**src/rtl/jcr_pkg.sv**
```systemverilog
package jcr_pkg;
  localparam int WORD_W = 32;
  localparam int ADDR_W = 4;
  localparam int WR_LEN = WORD_W + ADDR_W + 2;
  localparam int RD_LEN = ADDR_W + 2;
  localparam int CNT_W  = $clog2(WR_LEN + 2);

  typedef logic [WORD_W-1:0] word_t;
  typedef logic [ADDR_W-1:0] addr_t;
  typedef logic [WR_LEN-1:0] frame_t;
  typedef logic [CNT_W-1:0]  cnt_t;

  typedef struct packed {
    logic  wr;
    logic  rd;
    addr_t addr;
    word_t data;
  } cmd_t;
endpackage

```
**src/rtl/jcr_rst_sync.sv**
```systemverilog
module jcr_rst_sync (
  input  logic clk,
  input  logic arst_n,
  output logic rst_n
);
  logic stage_q;

  always_ff @(posedge clk or negedge arst_n) begin
    if (!arst_n) begin
      stage_q <= 1'b0;
      rst_n   <= 1'b0;
    end else begin
      stage_q <= 1'b1;
      rst_n   <= stage_q;
    end
  end
endmodule

```
**src/rtl/jcr_shift_path.sv**
```systemverilog
module jcr_shift_path
  import jcr_pkg::*;
(
  input  logic   clk,
  input  logic   rst_n,
  input  logic   cap_en,
  input  logic   shf_en,
  input  word_t  load_val,
  input  logic   tdi,
  output frame_t sr,
  output cnt_t   cnt,
  output logic   tdo
);
  localparam cnt_t CNT_MAX = cnt_t'(WR_LEN + 1);

  frame_t sr_d;
  cnt_t   cnt_d;
  logic   sr_en;

  // capture reloads and restarts the length count; shift moves toward bit 0
  always_comb begin
    sr_d  = sr;
    cnt_d = cnt;
    if (cap_en) begin
      sr_d  = frame_t'(load_val);
      cnt_d = '0;
    end else if (shf_en) begin
      sr_d = {tdi, sr[WR_LEN-1:1]};
      if (cnt != CNT_MAX) cnt_d = cnt + 1'b1;
    end
  end

  assign sr_en = cap_en | shf_en;

  always_ff @(posedge clk or negedge rst_n) begin
    if (!rst_n) begin
      sr  <= '0;
      cnt <= '0;
    end else if (sr_en) begin
      sr  <= sr_d;
      cnt <= cnt_d;
    end
  end

  assign tdo = sr[0];
endmodule

```
**src/rtl/jcr_frame_decode.sv**
```systemverilog
module jcr_frame_decode
  import jcr_pkg::*;
(
  input  logic   upd_en,
  input  frame_t sr,
  input  cnt_t   cnt,
  output cmd_t   cmd
);
  logic [RD_LEN-1:0] short_f;
  logic              long_ok;
  logic              short_ok;

  // a short frame sits in the top RD_LEN bits, since TDI enters at the top
  always_comb begin
    short_f  = sr[WR_LEN-1 -: RD_LEN];
    long_ok  = (cnt == cnt_t'(WR_LEN)) && (^sr) && sr[WORD_W+ADDR_W];
    short_ok = (cnt == cnt_t'(RD_LEN)) && (^short_f) && !short_f[ADDR_W];
    cmd.wr   = upd_en && long_ok;
    cmd.rd   = upd_en && short_ok;
    cmd.addr = long_ok ? sr[WORD_W +: ADDR_W] : short_f[ADDR_W-1:0];
    cmd.data = sr[WORD_W-1:0];
  end
endmodule

```
**src/rtl/jcr_reg_bank.sv**
```systemverilog
module jcr_reg_bank
  import jcr_pkg::*;
#(
  parameter int    N_WORK    = 8,
  parameter int    N_AUX     = 3,
  parameter int    WORK_BASE = 1,
  parameter int    AUX_BASE  = 9,
  parameter int    CLK_ADDR  = 13,
  parameter int    FIFO_ADDR = 14,
  parameter word_t CLK_RESET = word_t'(190)
) (
  input  logic                      clk,
  input  logic                      rst_n,
  input  cmd_t                      cmd,
  input  logic                      cap_en,
  input  logic                      fifo_empty,
  input  word_t                     fifo_data,
  output logic [N_WORK*WORD_W-1:0]  work_flat,
  output logic [N_AUX*WORD_W-1:0]   aux_flat,
  output word_t                     clk_word,
  output word_t                     rd_value,
  output logic                      fifo_pop
);
  word_t work_w [N_WORK];
  word_t aux_w  [N_AUX];

  logic  pend_vld, pend_vld_d;
  addr_t pend_addr, pend_addr_d;
  logic  clk_hit;

  generate
    for (genvar i = 0; i < N_WORK; i++) begin : g_work
      word_t q;
      logic  hit;
      assign hit = cmd.wr && (cmd.addr == addr_t'(WORK_BASE + i));
      always_ff @(posedge clk or negedge rst_n) begin
        if (!rst_n)   q <= '0;
        else if (hit) q <= cmd.data;
      end
      assign work_w[i] = q;
      assign work_flat[i*WORD_W +: WORD_W] = q;
    end
    for (genvar j = 0; j < N_AUX; j++) begin : g_aux
      word_t q;
      logic  hit;
      assign hit = cmd.wr && (cmd.addr == addr_t'(AUX_BASE + j));
      always_ff @(posedge clk or negedge rst_n) begin
        if (!rst_n)   q <= '0;
        else if (hit) q <= cmd.data;
      end
      assign aux_w[j] = q;
      assign aux_flat[j*WORD_W +: WORD_W] = q;
    end
  endgenerate

  assign clk_hit = cmd.wr && (cmd.addr == addr_t'(CLK_ADDR));

  always_ff @(posedge clk or negedge rst_n) begin
    if (!rst_n)       clk_word <= CLK_RESET;
    else if (clk_hit) clk_word <= cmd.data;
  end

  // pending read request: set at update, consumed by the next capture
  always_comb begin
    pend_vld_d  = pend_vld;
    pend_addr_d = pend_addr;
    if (cap_en) begin
      pend_vld_d = 1'b0;
    end else if (cmd.rd) begin
      pend_vld_d  = 1'b1;
      pend_addr_d = cmd.addr;
    end
  end

  always_ff @(posedge clk or negedge rst_n) begin
    if (!rst_n) begin
      pend_vld  <= 1'b0;
      pend_addr <= '0;
    end else begin
      pend_vld  <= pend_vld_d;
      pend_addr <= pend_addr_d;
    end
  end

  always_comb begin
    rd_value = '0;
    if (pend_addr == addr_t'(CLK_ADDR)) rd_value = clk_word;
    if (pend_addr == addr_t'(FIFO_ADDR)) rd_value = fifo_empty ? '1 : fifo_data;
    for (int i = 0; i < N_WORK; i++)
      if (pend_addr == addr_t'(WORK_BASE + i)) rd_value = work_w[i];
    for (int j = 0; j < N_AUX; j++)
      if (pend_addr == addr_t'(AUX_BASE + j)) rd_value = aux_w[j];
    if (!pend_vld) rd_value = '0;
  end

  assign fifo_pop = cap_en && pend_vld && (pend_addr == addr_t'(FIFO_ADDR)) && !fifo_empty;
endmodule

```
**src/rtl/jtag_cmd_regbank.sv**
```systemverilog
module jtag_cmd_regbank
  import jcr_pkg::*;
#(
  parameter int    N_WORK    = 8,
  parameter int    N_AUX     = 3,
  parameter int    WORK_BASE = 1,
  parameter int    AUX_BASE  = 9,
  parameter int    CLK_ADDR  = 13,
  parameter int    FIFO_ADDR = 14,
  parameter word_t CLK_RESET = word_t'(190)
) (
  input  logic                     tck,
  input  logic                     trst_n,
  input  logic                     sel,
  input  logic                     capture,
  input  logic                     shift,
  input  logic                     update,
  input  logic                     tdi,
  output logic                     tdo,
  input  logic                     fifo_empty,
  input  logic [WORD_W-1:0]        fifo_data,
  output logic                     fifo_pop,
  output logic [N_WORK*WORD_W-1:0] work_words,
  output logic [N_AUX*WORD_W-1:0]  aux_words,
  output logic [WORD_W-1:0]        clk_setting
);
  logic   rst_n;
  logic   cap_en, shf_en, upd_en;
  frame_t sr;
  cnt_t   cnt;
  cmd_t   cmd;
  word_t  rd_value;

  // strobe priority capture > shift > update, all gated by select
  assign cap_en = sel && capture;
  assign shf_en = sel && shift && !capture;
  assign upd_en = sel && update && !capture && !shift;

  jcr_rst_sync u_rst (
    .clk    (tck),
    .arst_n (trst_n),
    .rst_n  (rst_n)
  );

  jcr_shift_path u_shift (
    .clk      (tck),
    .rst_n    (rst_n),
    .cap_en   (cap_en),
    .shf_en   (shf_en),
    .load_val (rd_value),
    .tdi      (tdi),
    .sr       (sr),
    .cnt      (cnt),
    .tdo      (tdo)
  );

  jcr_frame_decode u_dec (
    .upd_en (upd_en),
    .sr     (sr),
    .cnt    (cnt),
    .cmd    (cmd)
  );

  jcr_reg_bank #(
    .N_WORK    (N_WORK),
    .N_AUX     (N_AUX),
    .WORK_BASE (WORK_BASE),
    .AUX_BASE  (AUX_BASE),
    .CLK_ADDR  (CLK_ADDR),
    .FIFO_ADDR (FIFO_ADDR),
    .CLK_RESET (CLK_RESET)
  ) u_bank (
    .clk        (tck),
    .rst_n      (rst_n),
    .cmd        (cmd),
    .cap_en     (cap_en),
    .fifo_empty (fifo_empty),
    .fifo_data  (fifo_data),
    .work_flat  (work_words),
    .aux_flat   (aux_words),
    .clk_word   (clk_setting),
    .rd_value   (rd_value),
    .fifo_pop   (fifo_pop)
  );
endmodule

```
**config.mk**
```make
export PLATFORM = sky130hd
export DESIGN_NAME = jtag_cmd_regbank
export DESIGN_NICKNAME = d
export VERILOG_FILES = /design/src/rtl/jcr_pkg.sv /design/src/rtl/jcr_rst_sync.sv /design/src/rtl/jcr_shift_path.sv /design/src/rtl/jcr_frame_decode.sv /design/src/rtl/jcr_reg_bank.sv /design/src/rtl/jtag_cmd_regbank.sv
export SDC_FILE = /design/constraint.sdc
export NUM_CORES = 1
export LEC_CHECK = 0
export BUFFER_PORTS_ARGS = -buffer_cell sky130_fd_sc_hd__buf_2
export CORE_MARGIN = 2
export CORE_UTILIZATION = 30
export DETAILED_ROUTE_END_ITERATION = 8
export GPL_ROUTABILITY_DRIVEN = 0
export PLACE_DENSITY_LB_ADDON = 0.2
export SLEW_MARGIN = 20
export SYNTH_ARGS = -nofsm -noshare
export SYNTH_HDL_FRONTEND = slang
export SYNTH_SLANG_ARGS = --single-unit
```
**constraint.sdc**
```tcl
create_clock -name tck -period 14.5 [get_ports tck]
set_clock_uncertainty 0.15 [all_clocks]
set_input_delay 1.45 -clock tck [delete_from_list [all_inputs] [get_ports tck]]
set_output_delay 1.45 -clock tck [all_outputs]
set_load 0.005 [all_outputs]
```
==> impl_metrics.py <==
metrics = {
    "yosys": {
        "ys_seq_area_share_pct": 51.2,
        "synth.top_cell.area_share_pct": 50.4,
        "yosys_warnings": 0,
        "yosysTopAreaCell": "dfrtp_1",
        "synth_ff_type": "dfrtp_1",
        "synthCells": 1771,
        "netlist_area_sq_um": 21300,
        "synth_cell_types": 58,
        "syn_nets": 1821,
        "synth-seq-cells": 435,
        "synthArstFlopShare_pct": 100,
        "synth_edf_count": 0,
        "synth_area_per_cell_sq_um": 12.0,
        "yosys-top-cells-area": "dfrtp_1 50%, mux2_2 18%, mux2_4 3.8%, o21ai_0 2.3%, a21oi_1 2.1%",
    },
    "timing": {
        "fin_crit_ps": 4960,
        "slew_viol_final": 0,
        "rsz0062_at_grt": "no",
        "hold_viol": 0,
        "max_freq_mhz": 202,
        "setup_viol": 0,
        "min_period_over_period_pct": 34.2,
        "worst_slew_pin_slew_ps": 1190,
        "tns_ps": 0,
        "relSlewSlack_pct": 18.8,
    },
    "clock_tree": {
        "h-tree-depth": 2,
        "clock_sinks": 435,
        "insertion_delay_ps": 610,
        "root_buffer": "clkbuf_16",
        "hold_buffers": 0,
        "postCtsSetupRepairBufs": 0,
        "cts_resized": 0,
        "clkSlewWorstSetupHoldPaths_ps": 60,
        "cts_tree": "built",
        "clk_path_buf_depth": 3,
        "numCtsBuffers": 51,
    },
    "global_route": {
        "grt_pass1_wl_um": 137000,
        "grt_pass1_vias": 17900,
        "grt_max_degree": 82,
        "track_usage_pct": 25.9,
        "antenna_found_initial": 2,
        "grt_overflow": 0,
    },
    "place": {
        "io_buffers": 425,
        "dpl.cell_count": 3025,
        "dp_hpwl_um": 65300,
    },
    "critical_path": {
        "cp_max_fo": 17,
        "start_kind": "flip-flop",
        "cp-end-kind": "flip-flop",
        "cp.arrival_ps": 5300,
        "r2r_cells": 8,
        "cp_data_required_time_ps": 14840,
        "worstSetupPathType": "flip-flop to flip-flop",
    },
    "routing": {
        "postRouteAntennaNets": 0,
        "totalWireLength_um": 97200,
        "vias": 17200,
        "drc": 0,
        "viasPerCell": 5.53,
        "wire_per_inst_um": 31.1,
        "drt-pass1-iter-count": 6,
        "drtIter0Drc": 1387,
    },
    "cells_and_area": {
        "final_nets": 2189,
        "diodes": 0,
        "drive_gt1_share_pct": 45.4,
        "stdcell_count": 3120,
        "syn_to_final_growth_pct": 22.6,
    },
    "die": {
        "die_area_sq_um": 73100,
        "die-width_um": 270,
        "rows": 97,
        "core_area_sq_um": 70100,
        "die_h_um": 270,
        "initial_utilization_pct": 30.3,
        "io_pins": 426,
    },
    "run": {
        "drv_cap": 0,
    },
    "power_and_ir_drop": {
        "power_leakage_nw": 13.3,
        "p_per_area_nw_per_um2": 119,
        "max-vdd-ir-drop_v": 0.000165,
    },
    "min_path": {
        "hold_class": "flip-flop to asynchronous set/reset pin",
    },
    "status": {
        "status": "complete, no violations",
    },
}
[synth_stat cells (all sizes together) (4+ instances only)]
library cell / count
a221oi: 13
clkbuf: 108
xnor2: 31
a21oi: 89
dfrtp: 429
buf: 49
nand2b: 4
dfstp: 6
mux2i: 44
nor2b: 8
nor3: 17
o21ai: 97
inv: 13
o31ai: 7
a222oi: 8
a22oi: 25
xor2: 8
and3: 15
ha: 10
a22o: 8
a2bb2oi: 16
nand2: 109
mux2: 395
a2111o: 4
a31oi: 21
o221ai: 13
a221o: 5
o22ai: 59
nand3: 19
nor2: 85
a21o: 8
a2111oi: 14
o211ai: 5
[power by group]
group          internal [W]  switching (W)
registers           0.00123      0.0000651
logic              0.000151       0.000234
clock network      0.000874       0.000557
[metal layers]
| layer | track usage, % | share of wire (%) | wire length (um) |
|---|---|---|---|
| met5 | 0 | 0 | 0 |
| met2 | 42.9 | 48 | 46400 |
| met4 | 8.10 | 3.0 | 2880 |
| met1 | 33.5 | 42 | 40500 |
| met3 | 6.08 | 7.6 | 7360 |
[cell type report]
cell class | instances | area (sq um)
Inverter | 14 | 52.6
Clock buffer | 77 | 1530
Sequential cell | 435 | 10900
Tap cell | 940 | 1180
Clock inverter | 17 | 325
Fill cell | 7104 | 44000
Multi-Input combinational cell | 1165 | 9600
Timing Repair Buffer | 472 | 2510
[cells by family after synthesis]
group	synth area share, %
mux	24.6
flops	51.2
compound gates	12.4
simple gates	5.40
buf+inv	4.19
xor+xnor	1.64
fa+ha+maj	0.588
other cells	0.0176
[placed cells by master (no fill, tap or decap), types with 8 or more instances in the layout]
master,n
a31oi_1,21
a2111oi_0,14
o22ai_1,59
a221oi_1,13
nor2_1,83
clkbuf_8,16
nand3_1,18
o221ai_1,13
dfrtp_1,424
clkbuf_16,51
a21o_1,8
buf_4,44
mux2i_1,32
nand2_1,109
xnor2_1,30
clkbuf_1,10
ha_1,10
mux2_2,341
xor2_1,8
a21oi_1,89
bufinv_16,8
nor3_1,16
a22oi_1,25
a22o_1,8
a222oi_1,8
and3_1,14
buf_2,425
mux2_4,54
inv_1,13
o21ai_0,96
mux2i_4,12
a2bb2oi_1,16
[state kept, by name (all words and copies together) (netlist names)]
name,cells
u_rst.rst_n,1
u_bank.pend_addr,4
u_bank.g_aux.q,96
u_bank.g_work.q,256
u_shift.cnt,6
u_bank.clk_word,32
u_bank.pend_vld,1
u_rst.stage_q,1
u_shift.sr,38
[critical path, stage by stage (launching register included)]
cell and delay [ps]:
dfrtp_1 850, xnor2_1 190, xnor2_1 300, xnor2_1 170
xnor2_1 190, xnor2_4 910, mux2i_4 1100, buf_4 530
mux2_2 390
[stage by stage]
stage	hold WS (ps)	instance area (sq um)	setup slack, ps	util, %	power (W)
floorplan	181	21300	1340	-	0.00160
global placement	186	24200	9190	34.5	0.00170
detailed placement	190	24200	9100	34.5	0.00170
CTS	203	26100	9620	37.2	0.00313
global route	126	26100	9430	37.2	0.00320
finish	88.9	26100	9540	37.2	0.00311
[path summary, 6_finish.rpt]
kind                                           startpoint                                  to  slack (ps)
worst min-delay path                u_rst.rst_n$_DFF_PN0_    u_bank.g_aux[2].q[7]$_DFFE_PN0P_          90
worst min register to register      u_rst.rst_n$_DFF_PN0_    u_bank.g_aux[2].q[7]$_DFFE_PN0P_          90
max in group asynchronous           u_rst.rst_n$_DFF_PN0_     u_bank.clk_word[25]$_DFFE_PN0P_       11630
worst max register to register  u_shift.sr[1]$_DFFE_PN0P_  u_bank.g_work[4].q[21]$_DFFE_PN0P_        9540
worst max-delay path            u_shift.sr[1]$_DFFE_PN0P_  u_bank.g_work[4].q[21]$_DFFE_PN0P_        9540
min in group tck                  u_rst.stage_q$_DFF_PN0_               u_rst.rst_n$_DFF_PN0_         210
(Power assumes the default switching activity.)
